[src/rtl/sertx_pkg.sv]
package sertx_pkg;

    // Register port address width and register addresses.
    localparam int ADDR_W = 2;

    localparam logic [ADDR_W-1:0] A_MODE = 2'd0;   // global enable, 9-bit mode
    localparam logic [ADDR_W-1:0] A_CTRL = 2'd1;   // transmitter enable, break
    localparam logic [ADDR_W-1:0] A_EXT  = 2'd2;   // ninth transmit bit
    localparam logic [ADDR_W-1:0] A_DATA = 2'd3;   // holding register / empty flag

    // Sequencer states.
    typedef enum logic [2:0] {
        ST_IDLE,
        ST_PRE,
        ST_DATA,
        ST_BRK,
        ST_MARK
    } tx_state_e;

endpackage

[src/rtl/sertx_regs.sv]
module sertx_regs
    import sertx_pkg::*;
#(
    parameter int DATA_W = 8
) (
    input  logic              clk,
    input  logic              rst_n,
    input  logic              wr_en,
    input  logic [ADDR_W-1:0] addr,
    input  logic [DATA_W-1:0] wdata,
    output logic [DATA_W-1:0] rdata,
    input  logic              load_ack,
    output logic              glob_en,
    output logic              nine_mode,
    output logic              tx_en,
    output logic              brk_req,
    output logic              bit9,
    output logic [DATA_W-1:0] hold_data,
    output logic              hold_empty,
    output logic              brk_set
);

    typedef struct packed {
        logic              glob;
        logic              nine;
        logic              ten;
        logic              brk;
        logic              t8;
        logic [DATA_W-1:0] hold;
        logic              empty;
    } regs_t;

    regs_t r_d, r_q;

    always_comb begin
        r_d = r_q;
        if (load_ack) begin
            r_d.empty = 1'b1;
        end
        if (wr_en) begin
            case (addr)
                A_MODE: begin
                    r_d.glob = wdata[0];
                    r_d.nine = wdata[1];
                end
                A_CTRL: begin
                    if (r_q.glob) begin
                        r_d.ten = wdata[0];
                    end
                    r_d.brk = wdata[1];
                end
                A_EXT: begin
                    r_d.t8 = wdata[0];
                end
                default: begin
                    r_d.hold  = wdata;
                    r_d.empty = 1'b0;
                end
            endcase
        end
    end

    always_ff @(posedge clk or negedge rst_n) begin
        if (!rst_n) begin
            r_q       <= '0;
            r_q.empty <= 1'b1;
        end else begin
            r_q <= r_d;
        end
    end

    // A break request counts only when the transmitter is, or is just
    // becoming, effectively enabled.
    always_comb begin
        brk_set = wr_en && (addr == A_CTRL) && wdata[1] && r_q.glob
                  && (r_q.ten || wdata[0]);
    end

    always_comb begin
        rdata = '0;
        case (addr)
            A_MODE: begin
                rdata[0] = r_q.glob;
                rdata[1] = r_q.nine;
            end
            A_CTRL: begin
                rdata[0] = r_q.ten;
                rdata[1] = r_q.brk;
            end
            A_EXT: begin
                rdata[0] = r_q.t8;
            end
            default: begin
                rdata[0] = r_q.empty;
            end
        endcase
    end

    assign glob_en    = r_q.glob;
    assign nine_mode  = r_q.nine;
    assign tx_en      = r_q.ten;
    assign brk_req    = r_q.brk;
    assign bit9       = r_q.t8;
    assign hold_data  = r_q.hold;
    assign hold_empty = r_q.empty;

endmodule

[src/rtl/sertx_framer.sv]
module sertx_framer #(
    parameter int DATA_W = 8,
    localparam int SH_W  = DATA_W + 2,
    localparam int CNT_W = $clog2(DATA_W + 4)
) (
    input  logic              nine_mode,
    input  logic              bit9,
    input  logic [DATA_W-1:0] data,
    output logic [SH_W-1:0]   shift_vec,
    output logic [CNT_W-1:0]  frame_len
);

    // The shifter is loaded with data, then the slot for the ninth bit,
    // then the stop bit. In 8-bit mode the ninth slot holds 1 and becomes
    // the stop bit, because the frame is one period shorter.
    for (genvar i = 0; i < DATA_W; i++) begin : g_data
        assign shift_vec[i] = data[i];
    end

    assign shift_vec[DATA_W]     = nine_mode ? bit9 : 1'b1;
    assign shift_vec[DATA_W + 1] = 1'b1;

    assign frame_len = nine_mode ? CNT_W'(DATA_W + 3) : CNT_W'(DATA_W + 2);

endmodule

[src/rtl/sertx_seq.sv]
module sertx_seq
    import sertx_pkg::*;
#(
    parameter int DATA_W = 8,
    localparam int SH_W  = DATA_W + 2,
    localparam int CNT_W = $clog2(DATA_W + 4)
) (
    input  logic             clk,
    input  logic             rst_n,
    input  logic             baud_tick,
    input  logic             active,
    input  logic             brk_req,
    input  logic             brk_set,
    input  logic             hold_empty,
    input  logic [SH_W-1:0]  shift_vec,
    input  logic [CNT_W-1:0] frame_len,
    output logic             txd,
    output logic             load_ack,
    output logic             in_brk
);

    typedef struct packed {
        tx_state_e        state;
        logic [CNT_W-1:0] cnt;
        logic [SH_W-1:0]  sh;
        logic             txd;
        logic             brk_pend;
        logic             pre_pend;
        logic             act_prev;
    } seq_t;

    seq_t s_d, s_q;

    logic rise, pre_want, brk_pend_w, want_brk, frame_done;

    always_comb begin
        s_d      = s_q;
        load_ack = 1'b0;

        rise       = active && !s_q.act_prev;
        pre_want   = s_q.pre_pend || rise;
        brk_pend_w = s_q.brk_pend || brk_set;
        want_brk   = brk_req || brk_pend_w;
        frame_done = (s_q.state == ST_IDLE) || (s_q.cnt == '0);

        s_d.act_prev = active;
        s_d.pre_pend = pre_want;
        s_d.brk_pend = brk_pend_w;

        if (!active) begin
            s_d.state    = ST_IDLE;
            s_d.txd      = 1'b1;
            s_d.cnt      = '0;
            s_d.pre_pend = 1'b0;
            s_d.brk_pend = brk_set;
        end else if (baud_tick) begin
            if (!frame_done) begin
                s_d.cnt = s_q.cnt - CNT_W'(1);
                case (s_q.state)
                    ST_DATA: begin
                        s_d.txd = s_q.sh[0];
                        s_d.sh  = {1'b1, s_q.sh[SH_W-1:1]};
                    end
                    ST_BRK:  s_d.txd = 1'b0;
                    default: s_d.txd = 1'b1;
                endcase
            end else if (s_q.state == ST_BRK && !want_brk) begin
                // One mark period after the final break.
                s_d.state = ST_MARK;
                s_d.txd   = 1'b1;
                s_d.cnt   = '0;
            end else if (want_brk) begin
                s_d.state    = ST_BRK;
                s_d.txd      = 1'b0;
                s_d.cnt      = frame_len - CNT_W'(1);
                s_d.brk_pend = 1'b0;
                s_d.pre_pend = 1'b0;
            end else if (pre_want) begin
                s_d.state    = ST_PRE;
                s_d.txd      = 1'b1;
                s_d.cnt      = frame_len - CNT_W'(1);
                s_d.pre_pend = 1'b0;
            end else if (!hold_empty) begin
                s_d.state = ST_DATA;
                s_d.txd   = 1'b0;
                s_d.sh    = shift_vec;
                s_d.cnt   = frame_len - CNT_W'(1);
                load_ack  = 1'b1;
            end else begin
                s_d.state = ST_IDLE;
                s_d.txd   = 1'b1;
            end
        end
    end

    always_ff @(posedge clk or negedge rst_n) begin
        if (!rst_n) begin
            s_q       <= '0;
            s_q.state <= ST_IDLE;
            s_q.txd   <= 1'b1;
        end else begin
            s_q <= s_d;
        end
    end

    assign txd    = s_q.txd;
    assign in_brk = (s_q.state == ST_BRK);

endmodule

[src/rtl/sertx_brk.sv]
module sertx_brk
    import sertx_pkg::*;
#(
    parameter int DATA_W = 8,
    localparam int SH_W  = DATA_W + 2,
    localparam int CNT_W = $clog2(DATA_W + 4)
) (
    input  logic              clk,
    input  logic              rst_n,
    input  logic              wr_en,
    input  logic [ADDR_W-1:0] addr,
    input  logic [DATA_W-1:0] wdata,
    output logic [DATA_W-1:0] rdata,
    input  logic              baud_tick,
    output logic              txd,
    output logic              tx_empty
);

    logic              glob_w, nine_w, ten_w, brk_w, bit9_w, empty_w;
    logic              brk_set_w, load_ack_w, act_w, in_brk_w;
    logic [DATA_W-1:0] hold_w;
    logic [SH_W-1:0]   shift_w;
    logic [CNT_W-1:0]  flen_w;

    sertx_regs #(.DATA_W(DATA_W)) u_regs (
        .clk        (clk),
        .rst_n      (rst_n),
        .wr_en      (wr_en),
        .addr       (addr),
        .wdata      (wdata),
        .rdata      (rdata),
        .load_ack   (load_ack_w),
        .glob_en    (glob_w),
        .nine_mode  (nine_w),
        .tx_en      (ten_w),
        .brk_req    (brk_w),
        .bit9       (bit9_w),
        .hold_data  (hold_w),
        .hold_empty (empty_w),
        .brk_set    (brk_set_w)
    );

    sertx_framer #(.DATA_W(DATA_W)) u_framer (
        .nine_mode (nine_w),
        .bit9      (bit9_w),
        .data      (hold_w),
        .shift_vec (shift_w),
        .frame_len (flen_w)
    );

    assign act_w = glob_w && ten_w;

    sertx_seq #(.DATA_W(DATA_W)) u_seq (
        .clk        (clk),
        .rst_n      (rst_n),
        .baud_tick  (baud_tick),
        .active     (act_w),
        .brk_req    (brk_w),
        .brk_set    (brk_set_w),
        .hold_empty (empty_w),
        .shift_vec  (shift_w),
        .frame_len  (flen_w),
        .txd        (txd),
        .load_ack   (load_ack_w),
        .in_brk     (in_brk_w)
    );

    assign tx_empty = empty_w;

endmodule

[config.mk]
export PLATFORM = sky130hd
export DESIGN_NAME = sertx_brk
export DESIGN_NICKNAME = d
export VERILOG_FILES = /design/src/rtl/sertx_pkg.sv /design/src/rtl/sertx_regs.sv /design/src/rtl/sertx_framer.sv /design/src/rtl/sertx_seq.sv /design/src/rtl/sertx_brk.sv
export SDC_FILE = /design/constraint.sdc
export NUM_CORES = 1
export LEC_CHECK = 0
export ABC_AREA = 0
export ABC_CLOCK_PERIOD_IN_PS = 4300
export BUFFER_PORTS_ARGS = -buffer_cell sky130_fd_sc_hd__clkbuf_2
export CAP_MARGIN = 5
export CORE_MARGIN = 4
export CORE_UTILIZATION = 61
export DETAILED_ROUTE_END_ITERATION = 16
export PLACE_DENSITY = 0.89
export SETUP_SLACK_MARGIN = 0.4
export SYNTH_ARGS = -nofsm -noshare
export SYNTH_HDL_FRONTEND = slang
export SYNTH_SLANG_ARGS = --single-unit
[constraint.sdc]
create_clock -name clk -period 4.3 [get_ports clk]
set_clock_uncertainty 0.15 [all_clocks]
set_input_delay 0.215 -clock clk [delete_from_list [all_inputs] [get_ports clk]]
set_output_delay 0.215 -clock clk [all_outputs]
set_load 0.1 [all_outputs]
======== Yosys cells after proc, flatten, opt, wreduce, memory -nomap -nowiden ========
Cells that the tools add are included.
storage, ports and cells
  word-level logic and storage cells ...... 91
  flip-flop bits (word level) ............. 35
  output and inout bits ................... 10
cells by class
  bitwise logic cells ..................... 1
  multiplexer cells ....................... 36
  add/sub/neg operators ................... 2
  reductions and logical operators ........ 27
  equality and inequality tests ........... 11
operators with widths
  cell                                              count
  two-way mux 10 bit                                4
  two-way mux 7 bit                                 4
  two-way mux 20 bit                                1
  two-way mux 1 bit                                 17
  two-way mux 15 bit                                1
  two-way mux 14 bit                                1
  != test 2 bit, second input constant              6
  AND reduction 2 bit                               6
  subtractor 4 x 1 -> 4 bit, second input constant  2
  logical AND 1 bit                                 7
  AND reduction 7 bit                               1
  == test 3 x 2 -> 1 bit, second input constant     2
  two-way mux 2 bit                                 3
  two-way mux 3 bit                                 2
  != test 6 bit, second input constant              1
  logical OR 1 bit                                  5
  logical NOT 4 bit                                 1
  case mux 1 bit (2 select lines)                   2
  logical NOT 3 bit                                 1
  case mux 1 bit (3 select lines)                   1
  AND reduction 3 bit                               1
  OR reduction 3 bit                                1
  == test 2 x 1 -> 1 bit, second input constant     1
  == test 2 bit, second input constant              1
  other kinds (4)                                   5

======== Logic depth before layout (Yosys ltp) ========
Gate-level depths: netlist of run 1.
  word-level depth ........................ 16
  depth in mapped cells ................... 9
  mapped depth without buffers ............ 7

======== Modules after synthesis ========
A second synthesis of run 1 with hierarchy kept.
unflattened totals
  cells, all modules ...................... 173
  area total of the unflattened synthesis .. 2,029.4 sq um
by module, submodules not included
  module        cells an instance  instances  area each (sq um)  seq. area each (sq um)
  sertx_seq     110                1          1,243.7            526.8
  sertx_regs    46                 1          668.1              351.6
  sertx_framer  16                 1          111.4              0.0
  sertx_brk     1                  1          6.3                0.0

======== Worst setup path after synthesis of run 1 ========
Ideal clock, no wire load.
  kind .................................... flip-flop to flip-flop
  from .................................... reg u_regs.r_q, in the netlist u_regs.hold_empty
  to ...................................... reg u_seq.s_q[10] in the netlist's numbering
  path slack .............................. 2.093 ns
  cell stages (with the launch flop) ...... 5
  data required time ...................... 4.025 ns
  setup time .............................. 0.125 ns
  arrival time ............................ 1.932 ns
  clock period less this slack ............ 2.207 ns
  cells stage by stage .................... dfstp_2 > o21ai_1 > nor4b_4 > a22oi_4 > mux2_2
on the way
  cells in the longest elaborated chain, start to end .. 2
RTL lines
  what                           RTL line          RTL
  from (decl)                    sertx_regs.sv:33  regs_t r_d, r_q;
  from (signal assigned)         sertx_regs.sv:68  r_q <= r_d;
  != test 2 bit (no line)        --
  AND reduction 7 bit (no line)  --
  to (decl)                      sertx_seq.sv:32   seq_t s_d, s_q;
No other way between the ends.
A chain may end at the register's enable or synchronous reset.

==> results of run 1 <==
## state kept, by name (all words and copies together), names as in the netlist
name               flops
u_regs.bit9            1
u_regs.brk_req         1
u_regs.glob_en         1
u_regs.hold_data       8
u_regs.hold_empty      1
u_regs.nine_mode       1
u_regs.tx_en           1
u_seq.s_q             20
u_seq.txd              1
## cells by family (layout without fill, tap and decap cells)
logic type / Yosys count / count (layout) / share of synthesized area (%)
other: 1 / 6 / 0.200
muxes: 26 / 26 / 15.9
DFF: 35 / 35 / 46.8
buffers and inverters: 19 / 41 / 5.20
adders and majority gates: 1 / 1 / 0.667
and+or+nand+nor: 62 / 62 / 18.6
AOI/OAI and AO/OA: 32 / 32 / 12.5
## worst max path at each step
stage,start,cells past startpoint,slack [ps],end
floorplan,u_regs.hold_empty,4,2090,u_seq.s_q[10]
global placement,u_seq.s_q[14],7,2060,u_seq.s_q[6]
detailed placement,u_seq.s_q[14],7,1910,u_seq.s_q[5]
CTS,u_seq.s_q[14],8,1600,u_regs.hold_empty
global route,u_seq.s_q[14],8,1380,u_regs.hold_empty
finish,u_seq.s_q[14],8,1550,u_regs.hold_empty
## cell type report
cell class	instances	area (um2)
multi-input cells	127	918
flip-flops and latches	35	878
fillers	208	756
repair buffers	26	175
clock buffers	7	55.1
well taps	31	38.8
inverters	7	26.3
clock inverters	1	5.00
## routing by layer
| layer | part of all wire, % | wire (um) | global-route usage [%] |
|---|---|---|---|
| met5 | 0 | 0 | 0 |
| met4 | 2.1 | 77 | 8.36 |
| met3 | 4.6 | 168 | 5.51 |
| met2 | 52 | 1920 | 34.3 |
| met1 | 41 | 1510 | 24.0 |
## cells in the final DEF, fill, tap and decap left out, drive strengths merged, types with 2 or more instances in the layout
cell         netlist  routed
a211oi             2       2
a21oi              9       9
a31oi              4       4
clkbuf             3      24
conb               1       6
dfrtp             33      33
dfstp              2       2
dlygate4sd3        0       9
inv                7       7
mux2              21      21
mux2i              4       4
nand2             28      28
nand3              3       3
nand3b             2       2
nor2              11      11
nor3               6       6
nor3b              2       2
nor4b              2       2
o21ai              9       9
## repair_timing
action	4_1_cts	5_1_grt
setup endpoints to repair	0	0
hold buffers	9	0
hold endpoints to repair	40	0
## per-stage QoR
step	power [uW]	worst slack (ps)	instance area, um2	hold slack [ps]
finish	1070	1550	2100	38.0
CTS	1070	1600	2100	26.8
detailed placement	880	1910	1950	210
global placement	855	2060	1950	198
global route	1140	1380	2100	25.3
floorplan	802	2090	1890	-231
## where the power goes
group          switching, uW  total [uW]  internal (uW)
registers               64.4         484            419
clock network            108         188           79.2
logic                    250         401            151
==> metrics.txt, run 1 <==
Hold Path Class=input port to flip-flop; clk slew on worst S/H paths=110 ps; Rows=19; Synth area leader=dfrtp_1; Resize count post-CTS=0; first-pass GRT wire length=6.31 mm; pins over their slew limit=0; critical path data arrival time=2870 ps; final RePlAce weighted congestion=0.869; First DRT Iteration DRCs=61; clk_lat worst skew=330 ps; hold worst-path end=u_regs.bit9; Distinct cells, synth=44; wire per inst=15.7 um; Max Cap Viol=0; via/cell ratio=6.07; max_slew headroom=43.2%; Initial Util=65.7%; Hold Path Cell Cnt=2; TritonRoute pass-1 iters=4; Setup Buffers After CTS=0; placed insts=217; initial antenna violation count=0; number of synthesized flops with an enable pin=0; Fmax=363 MHz; RSZ-0062 raised after global routing=no; worst slew pin tran=852 ps; sequential fraction of the synthesis area=46.8%; number of port buffers=17; CP peak stage delay=590 ps; kind of cell adding the most delay to the critical path=simple AND/OR/NAND/NOR gates; synthesized instance count=176; die area=0.00403 mm2; hold path start=wdata[0]; most numerous cell in the Yosys netlist=dfrtp_1; CP max FO=12; CTS Root Cell=clkbuf_4; worst-path cell chain=inv_1 > ha_1 > nor3b_1 > nor2_1 > nor2_1 > a21oi_1 > a31oi_1 > dlygate4sd3_1; Setup crit start kind=flip-flop; share of cells above drive strength 1=30.0%; synthesized area per cell=10.7 um2; Layout area overhead=11.8%; R2R cell count=8; Most used DFF post-synth=dfrtp_1; final WL=3.68 mm; Worst Path Required=4420 ps; leak pwr=0.000980 uW; setup slack, reg-to-reg=1550 ps; flops & latches, synth=35; FF-to-FF End=u_regs.hold_empty; Final ANT Viol Nets=0; CP endpoint kind=flip-flop; Post-synth top cells=33 x dfrtp_1, 27 x nand2_1, 21 x mux2_2, 11 x nor2_1, 9 x a21oi_1; area share of the largest cell type after synthesis=44.0%; Tmin final=2750 ps; PwrDens=511 mW/mm2; CTS tree=built; routed via count=1,420; ranking of synthesized cells by area=dfrtp_1 44%, mux2_2 13%, nand2_1 5.4%; Clock Sinks=35; GRT Total Usage=20.2%; RR Startpoint=u_seq.s_q[14]; Placeable Area=0.00285 mm2; setup tns final=0 ps; Critical Path Most Common Cell=nor2_1; Final setup viols=0; worst path bufs/invs=2; Setup CP Type=flip-flop to flip-flop; Congestion Overflow GR=0; Final nets=217; synth warn=0; run status=finished clean; CTS H-tree lvls=2; TritonCTS buffer count=5; vias in the first global route=1,389; Die Height=63.5 um; FFs w/ async S/R, synth=100%; period utilisation layout=64.0%; I/O pin count=24; Slowest-stage cell, CP=nor2_1; clock buffer depth=2; largest net degree at the start of global routing=36; fin cells=234; Finished Core Util=73.5%; Final Hold Viols=0; DP Wirelength=2.68 mm; Inserted Diodes=0; Peak VDD IR=0.265 mV; DRC Markers=0; Cell Area, Synth=0.00188 mm2; die width=63.5 um
Power figures use the tool's default switching activity.
==> inputs of run 2 (changes only) <==
ABC_AREA = 1   (was 0)
ABC_CLOCK_PERIOD_IN_PS = 2850   (was 4300)
CORE_UTILIZATION = 57   (was 61)
PLACE_DENSITY = 0.85   (was 0.89)
clock period = 2.85 ns   (was 4.3 ns; I/O delays follow)
==> run 2 against run 1 <==
Sequential power grew 41%. Largest cell class unchanged. Highest routed layer unchanged. Via count is 14% higher. Critical endpoint is now u_seq.s_q[20]. Combinational power increased by 16%. Die area up 8.6%. Critical path depth is 1 lower.
==> metrics.txt, run 2 <==
run status=finished clean; commonest non-fill, non-tap cell in the layout=nand2_1; Fmax=481 MHz (+32%); FFs w/ async S/R, synth=100% (unchanged); Resize count post-CTS=0 (unchanged); Levels on crit path=7 (-1); initial antenna violation count=0 (unchanged); largest net degree at the start of global routing=36 (unchanged); fillers=257 (+24%); Final setup viols=0 (unchanged); Hold Path Class=input port to flip-flop; Clock Sinks=35 (unchanged); pins over their slew limit=0 (unchanged); Post-CTS Hold Fix Bufs=10 (+1); Setup Buffers After CTS=0 (unchanged); CTS tree=built; DRC Markers=0 (unchanged); synth warn=0 (unchanged); first-pass GRT wire length=6.98 mm (+11%); I/O pin count=24 (unchanged); Layout area overhead=13.7%; hold path start=wdata[1]; Peak VDD IR=0.391 mV (+48%); setup tns final=0 ps (unchanged); final RePlAce weighted congestion=0.892 (+2.6%); Slowest-stage cell, CP=dfrtp_1; Max Cap Viol=0 (unchanged); Final Hold Viols=0 (unchanged); Setup CP Type=flip-flop to flip-flop; worst slew pin tran=854 ps (+2.11 ps); Most used DFF post-synth=dfrtp_1; Congestion Overflow GR=0 (unchanged); worst path bufs/invs=2 (unchanged); synthesized instance count=235 (+34%); setup slack, reg-to-reg=770 ps (-780 ps); critical path data arrival time=2150 ps (-720 ps); clk slew on worst S/H paths=110 ps (about the same); CP endpoint kind=flip-flop; number of synthesized flops with an enable pin=0 (unchanged); Cell Area, Synth=0.00193 mm2 (+2.7%); number of port buffers=17 (unchanged); clock buffer depth=2 (unchanged); Distinct cells, synth=37 (-16%); CP peak stage delay=410 ps (-180 ps); Initial Util=61.1% (-4.7 points); vias in the first global route=1,565 (+13%); sequential fraction of the synthesis area=45.6% (-1.2 points); max reg flops=20 (unchanged); synthesized area per cell=8.19 um2 (-23%); Hold Path Cell Cnt=3 (+1); flops & latches, synth=35 (unchanged); Inserted Diodes=0 (unchanged); die area=0.00437 mm2 (+8.6%); Worst Path Required=2920 ps (-1500 ps); Final nets=279 (+29%); share of cells above drive strength 1=18.1% (-12 points); max_slew headroom=43.0% (-0.14 points); Placeable Area=0.00315 mm2 (+11%); die width=66.1 um (+4.2%); placed insts=291 (+34%); Critical Path Start=u_seq.s_q[14]; wire per inst=12.9 um (-18%); fin cells=309 (+32%); clk_lat worst skew=350 ps (+20 ps); leak pwr=0.00111 uW (+13%); R2R cell count=7 (-1); CTS H-tree lvls=2 (unchanged); TritonCTS buffer count=5 (unchanged); Synth area leader=dfrtp_1; RR Startpoint=u_seq.s_q[14]; worst-path cell chain=inv_1 > ha_1 > nand2_1 > nand2_2 > inv_2 > o21ai_1 > o32ai_1; DP Wirelength=2.76 mm (+2.8%); CP max FO=20 (+8); GRT Total Usage=21.2% (+1.0 points); Setup crit start kind=flip-flop; most numerous cell in the Yosys netlist=nand2_1; ranking of synthesized cells by area=dfrtp_1 43%, nand2_1 17%, nand4_1 4.2%; Post-synth top cells=89 x nand2_1, 33 x dfrtp_1, 18 x inv_1, 13 x nand3_1, 13 x nand4_1; Final ANT Viol Nets=0 (unchanged); CTS Root Cell=clkbuf_4; RSZ-0062 raised after global routing=no; routed via count=1,624 (+14%); First DRT Iteration DRCs=83 (+36%); area share of the largest cell type after synthesis=42.9% (-1.1 points); PwrDens=665 mW/mm2 (+30%); Rows=20 (+1); via/cell ratio=5.26 (-13%); TritonRoute pass-1 iters=4 (unchanged); Tmin final=2080 ps (-670 ps); kind of cell adding the most delay to the critical path=compound AO/OA/AOI/OAI gates; period utilisation layout=73.0% (+9.0 points); Die Height=66.1 um (+4.2%); Top reg by flops=u_seq.s_q; final WL=3.98 mm (+8.0%); commonest non-fill, non-tap cells in the layout=89 x nand2_1, 33 x dfrtp_1, 18 x inv_1
run 2: routing by layer:
layer	GRT usage, %	vias up	routed length (um)
met3	5.27	8	212
met2	32.2	53	1820
li1	-	813	-
met1	28.0	750	1880
met5	0	-	0
met4	10.7	0	62
run 2: worst register-to-register path: cells and delay by family (launching register included):
kind            cells  cell delay (ps)
fa+ha+maj           1              180
compound gates      2              490
buf+inv             2              290
flops               1              410
simple gates        2              440
run 2: cells by family after synthesis:
group | Yosys count | share of synthesized area, %
simple gates | 138 | 36.0
flops | 35 | 45.6
other cells | 1 | 0.195
buf+inv | 33 | 8.06
fa+ha+maj | 1 | 0.650
xor+xnor | 2 | 0.910
compound gates | 25 | 8.58
run 2: report_power, final:
part           switching [uW]  internal, uW
sequential               78.9           605
combinational             338           126
clock                     164           145
total                     581           876
run 2: final timing paths:
check | endpoint
setup / recovery | u_seq.s_q[20]
hold / removal | u_regs.brk_req
setup reg to reg | u_seq.s_q[20]
hold reg to reg | u_seq.s_q[13]
max in group asynchronous | u_seq.s_q[11]
min in group asynchronous | u_seq.s_q[0]
run 2: area by class of cell:
cell class	instances	area, um2	share of cell area, %
clock buffers	8	68.8	3.14
inverters	23	86.3	3.94
multi-input cells	172	916	41.8
well taps	44	55.1	2.51
repair buffers	27	185	8.46
flip-flops and latches	35	878	40.1
run 2: stage by stage:
step           hold slack (ps)  instance area, um2  util [%]  setup slack (ps)  power (uW)
6_report                  9.64                2190      69.4               769        1460
5_1_grt                   35.5                2190      69.4               604        1550
3_5_place_dp               138                2020      64.1               856        1140
4_1_cts                   4.37                2190      69.4               818        1460
3_3_place_gp               131                2020      64.1               861        1130
2_1_floorplan             -303                1950         -               756        1050
==> inputs of run 3 (changes only) <==
ABC_CLOCK_PERIOD_IN_PS = 1700   (was 2850)
CORE_UTILIZATION = 52   (was 57)
PLACE_DENSITY = 0.82   (was 0.85)
clock period = 1.7 ns   (was 2.85 ns; I/O delays follow)
==> run 3 against run 2 <==
The flow now finishes with violations (negative hold slack). Setup slack got worse by 760 ps. Design area rose by 28%. Core utilization rose by 12 points. Non-clock buffer count rose by 34. Total power rose by 120%. Largest power group is now combinational logic.
==> metrics.txt, run 3 (same netlist as run 2, synthesis figures left out) <==
vias in the first global route=1,900 (+21%); run status=complete, but fails checks; Final ANT Viol Nets=0 (unchanged); Final nets=315 (+13%); largest net degree at the start of global routing=19 (-47%); DRC Markers=0 (unchanged); first-pass GRT wire length=8.91 mm (+28%); Layout area overhead=45.7%; final WL=5.94 mm (+49%); Tmin final=1690 ps (-388 ps); max reg flops=20 (unchanged); number of port buffers=17 (unchanged); CTS Root Cell=clkbuf_8; CP endpoint kind=flip-flop; CP max FO=7 (-65%); Final setup viols=0 (unchanged); GRT Total Usage=26.1% (+4.9 points); Clock Sinks=35 (unchanged); Rows=21 (+5.0%); Setup CP Type=flip-flop to flip-flop; Setup WS post-layout=7.09 ps (-762 ps); Gate power share=38.7% (+6.9 points); commonest non-fill, non-tap cell in the layout=nand2_1; First DRT Iteration DRCs=235 (+180%); Sequential Area=883 um2 (+0.57%); Inserted Diodes=0 (unchanged); net switching power=1230 uW (+110%); routed via count=1,948 (+20%); wire per inst=17.1 um (+33%); clk_lat worst skew=300 ps (-50 ps); worst slew pin tran=504 ps (-350 ps); Int Pwr=1920 uW (+120%); via/cell ratio=5.61 (+6.8%); Final Hold Viols=3 (+3); Peak VDD IR=1.07 mV (+170%); commonest non-fill, non-tap cells in the layout=84 x nand2_1, 32 x dfrtp_1, 27 x buf_4; DP Wirelength=3.17 mm (+15%); Sw Share=39.0% (-0.91 points); I/O pin count=24 (unchanged); max_slew headroom=66.4% (+23 points); period utilisation layout=99.6% (+27 points); clk slew on worst S/H paths=80 ps (-30 ps); hold slack final=-20.0 ps (-29.7 ps); fillers=208 (-19%); RSZ-0062 raised after global routing=yes; Initial Util=55.9% (-5.1 points); Fmax=591 MHz (+23%); Seq pwr share=37.0% (-9.9 points); die area=0.00474 mm2 (+8.4%); Placeable Area=0.00344 mm2 (+9.2%); pins over their slew limit=0 (unchanged); TritonRoute pass-1 iters=6 (+2); Max Cap Viol=0 (unchanged); Worst Path Required=1740 ps (-1180 ps); CTS H-tree lvls=2 (unchanged); Setup crit start kind=flip-flop; Hold Path Class=input port to flip-flop; clock buffer depth=2 (unchanged); share of cells above drive strength 1=35.9% (+18 points); die width=68.9 um (+4.1%); Top reg by flops=u_seq.s_q; critical path data arrival time=1730 ps (-420 ps); worst slack, placed=44.2 ps (-812 ps); leak pwr=0.00137 uW (+24%); CTS tree=built; Power Total=3140 uW (+120%); Congestion Overflow GR=0 (unchanged); TritonCTS buffer count=5 (unchanged); Die Height=68.9 um (+4.1%); multi-input logic area=0.00110 mm2 (+20%); PwrDens=1120 mW/mm2 (+68%); failing checks=negative hold slack; clock share of power=24.3% (+3.1 points); initial antenna violation count=0 (unchanged); final RePlAce weighted congestion=0.919 (+3.1%)
run 3: metal layers:
metal	vias up	routed length [um]	global-route usage (%)
met3	26	390	6.32
met2	103	3030	42.9
li1	891	-	-
met5	-	0	0
met4	0	282	13.4
met1	928	2240	31.8
run 3: area by class of cell:
| cell class | instances | area share (%) |
|---|---|---|
| sequential | 35 | 31.5 |
| clock buffer | 5 | 2.45 |
| tap | 46 | 2.05 |
| inverter | 23 | 3.61 |
| timing repair buffer | 61 | 19.5 |
| clock inverter | 3 | 1.56 |
| multi-input combinational | 174 | 39.3 |
run 3: worst max-delay path: stages (launching register included):
cell	delay (ps)
dfrtp_1	410
inv_2	90
ha_4	150
nand2_4	80
nand2_8	120
buf_12	120
clkinv_8	60
buf_6	140
nand3_2	50
nand2_1	50
nand3_1	90
nand2_1	70
run 3: worst paths after layout:
path	from	end	slack [ps]	cells after the start
worst max-delay path	u_seq.s_q[14]	u_seq.s_q[14]	7	11
worst min-delay path	wdata[1]	u_regs.hold_data[1]	-20	3
worst max register to register	u_seq.s_q[14]	u_seq.s_q[14]	7	11
worst min register to register	u_seq.s_q[10]	u_seq.s_q[10]	330	2
max in group asynchronous	rst_n	u_regs.hold_empty	720	3
min in group asynchronous	rst_n	u_seq.s_q[14]	130	2
run 3: per-stage QoR:
stage	hold slack, ps	TNS [ps]	utilization (%)	instances	cell area [um2]
after floorplan	-361	-137	-	240	2060
after global placement	-82.9	0	64.4	303	2220
after detailed placement	-67.7	0	64.4	303	2220
after CTS	-15.7	0	76.7	335	2640
after global routing	15.1	-177	81.5	347	2810
final	-20.0	0	81.5	347	2810
run 3: what timing repair did:
item,4_1_cts,5_1_grt
endpoints found under the hold margin,47,0
hold buffers,11,0
pin swaps,11,7
setup endpoints to repair,25,25
gates resized for setup,19,16
cloned,2,0
setup buffers,11,12
run 3: power groups by stage:
stage	Sequential [uW]	Combinational, uW	Clock [uW]
2_1_floorplan	1210	614	0
3_5_place_dp	1160	889	0
5_1_grt	1180	1290	820
6_report	1160	1220	765
4_1_cts	1150	1050	771
3_3_place_gp	1150	865	0
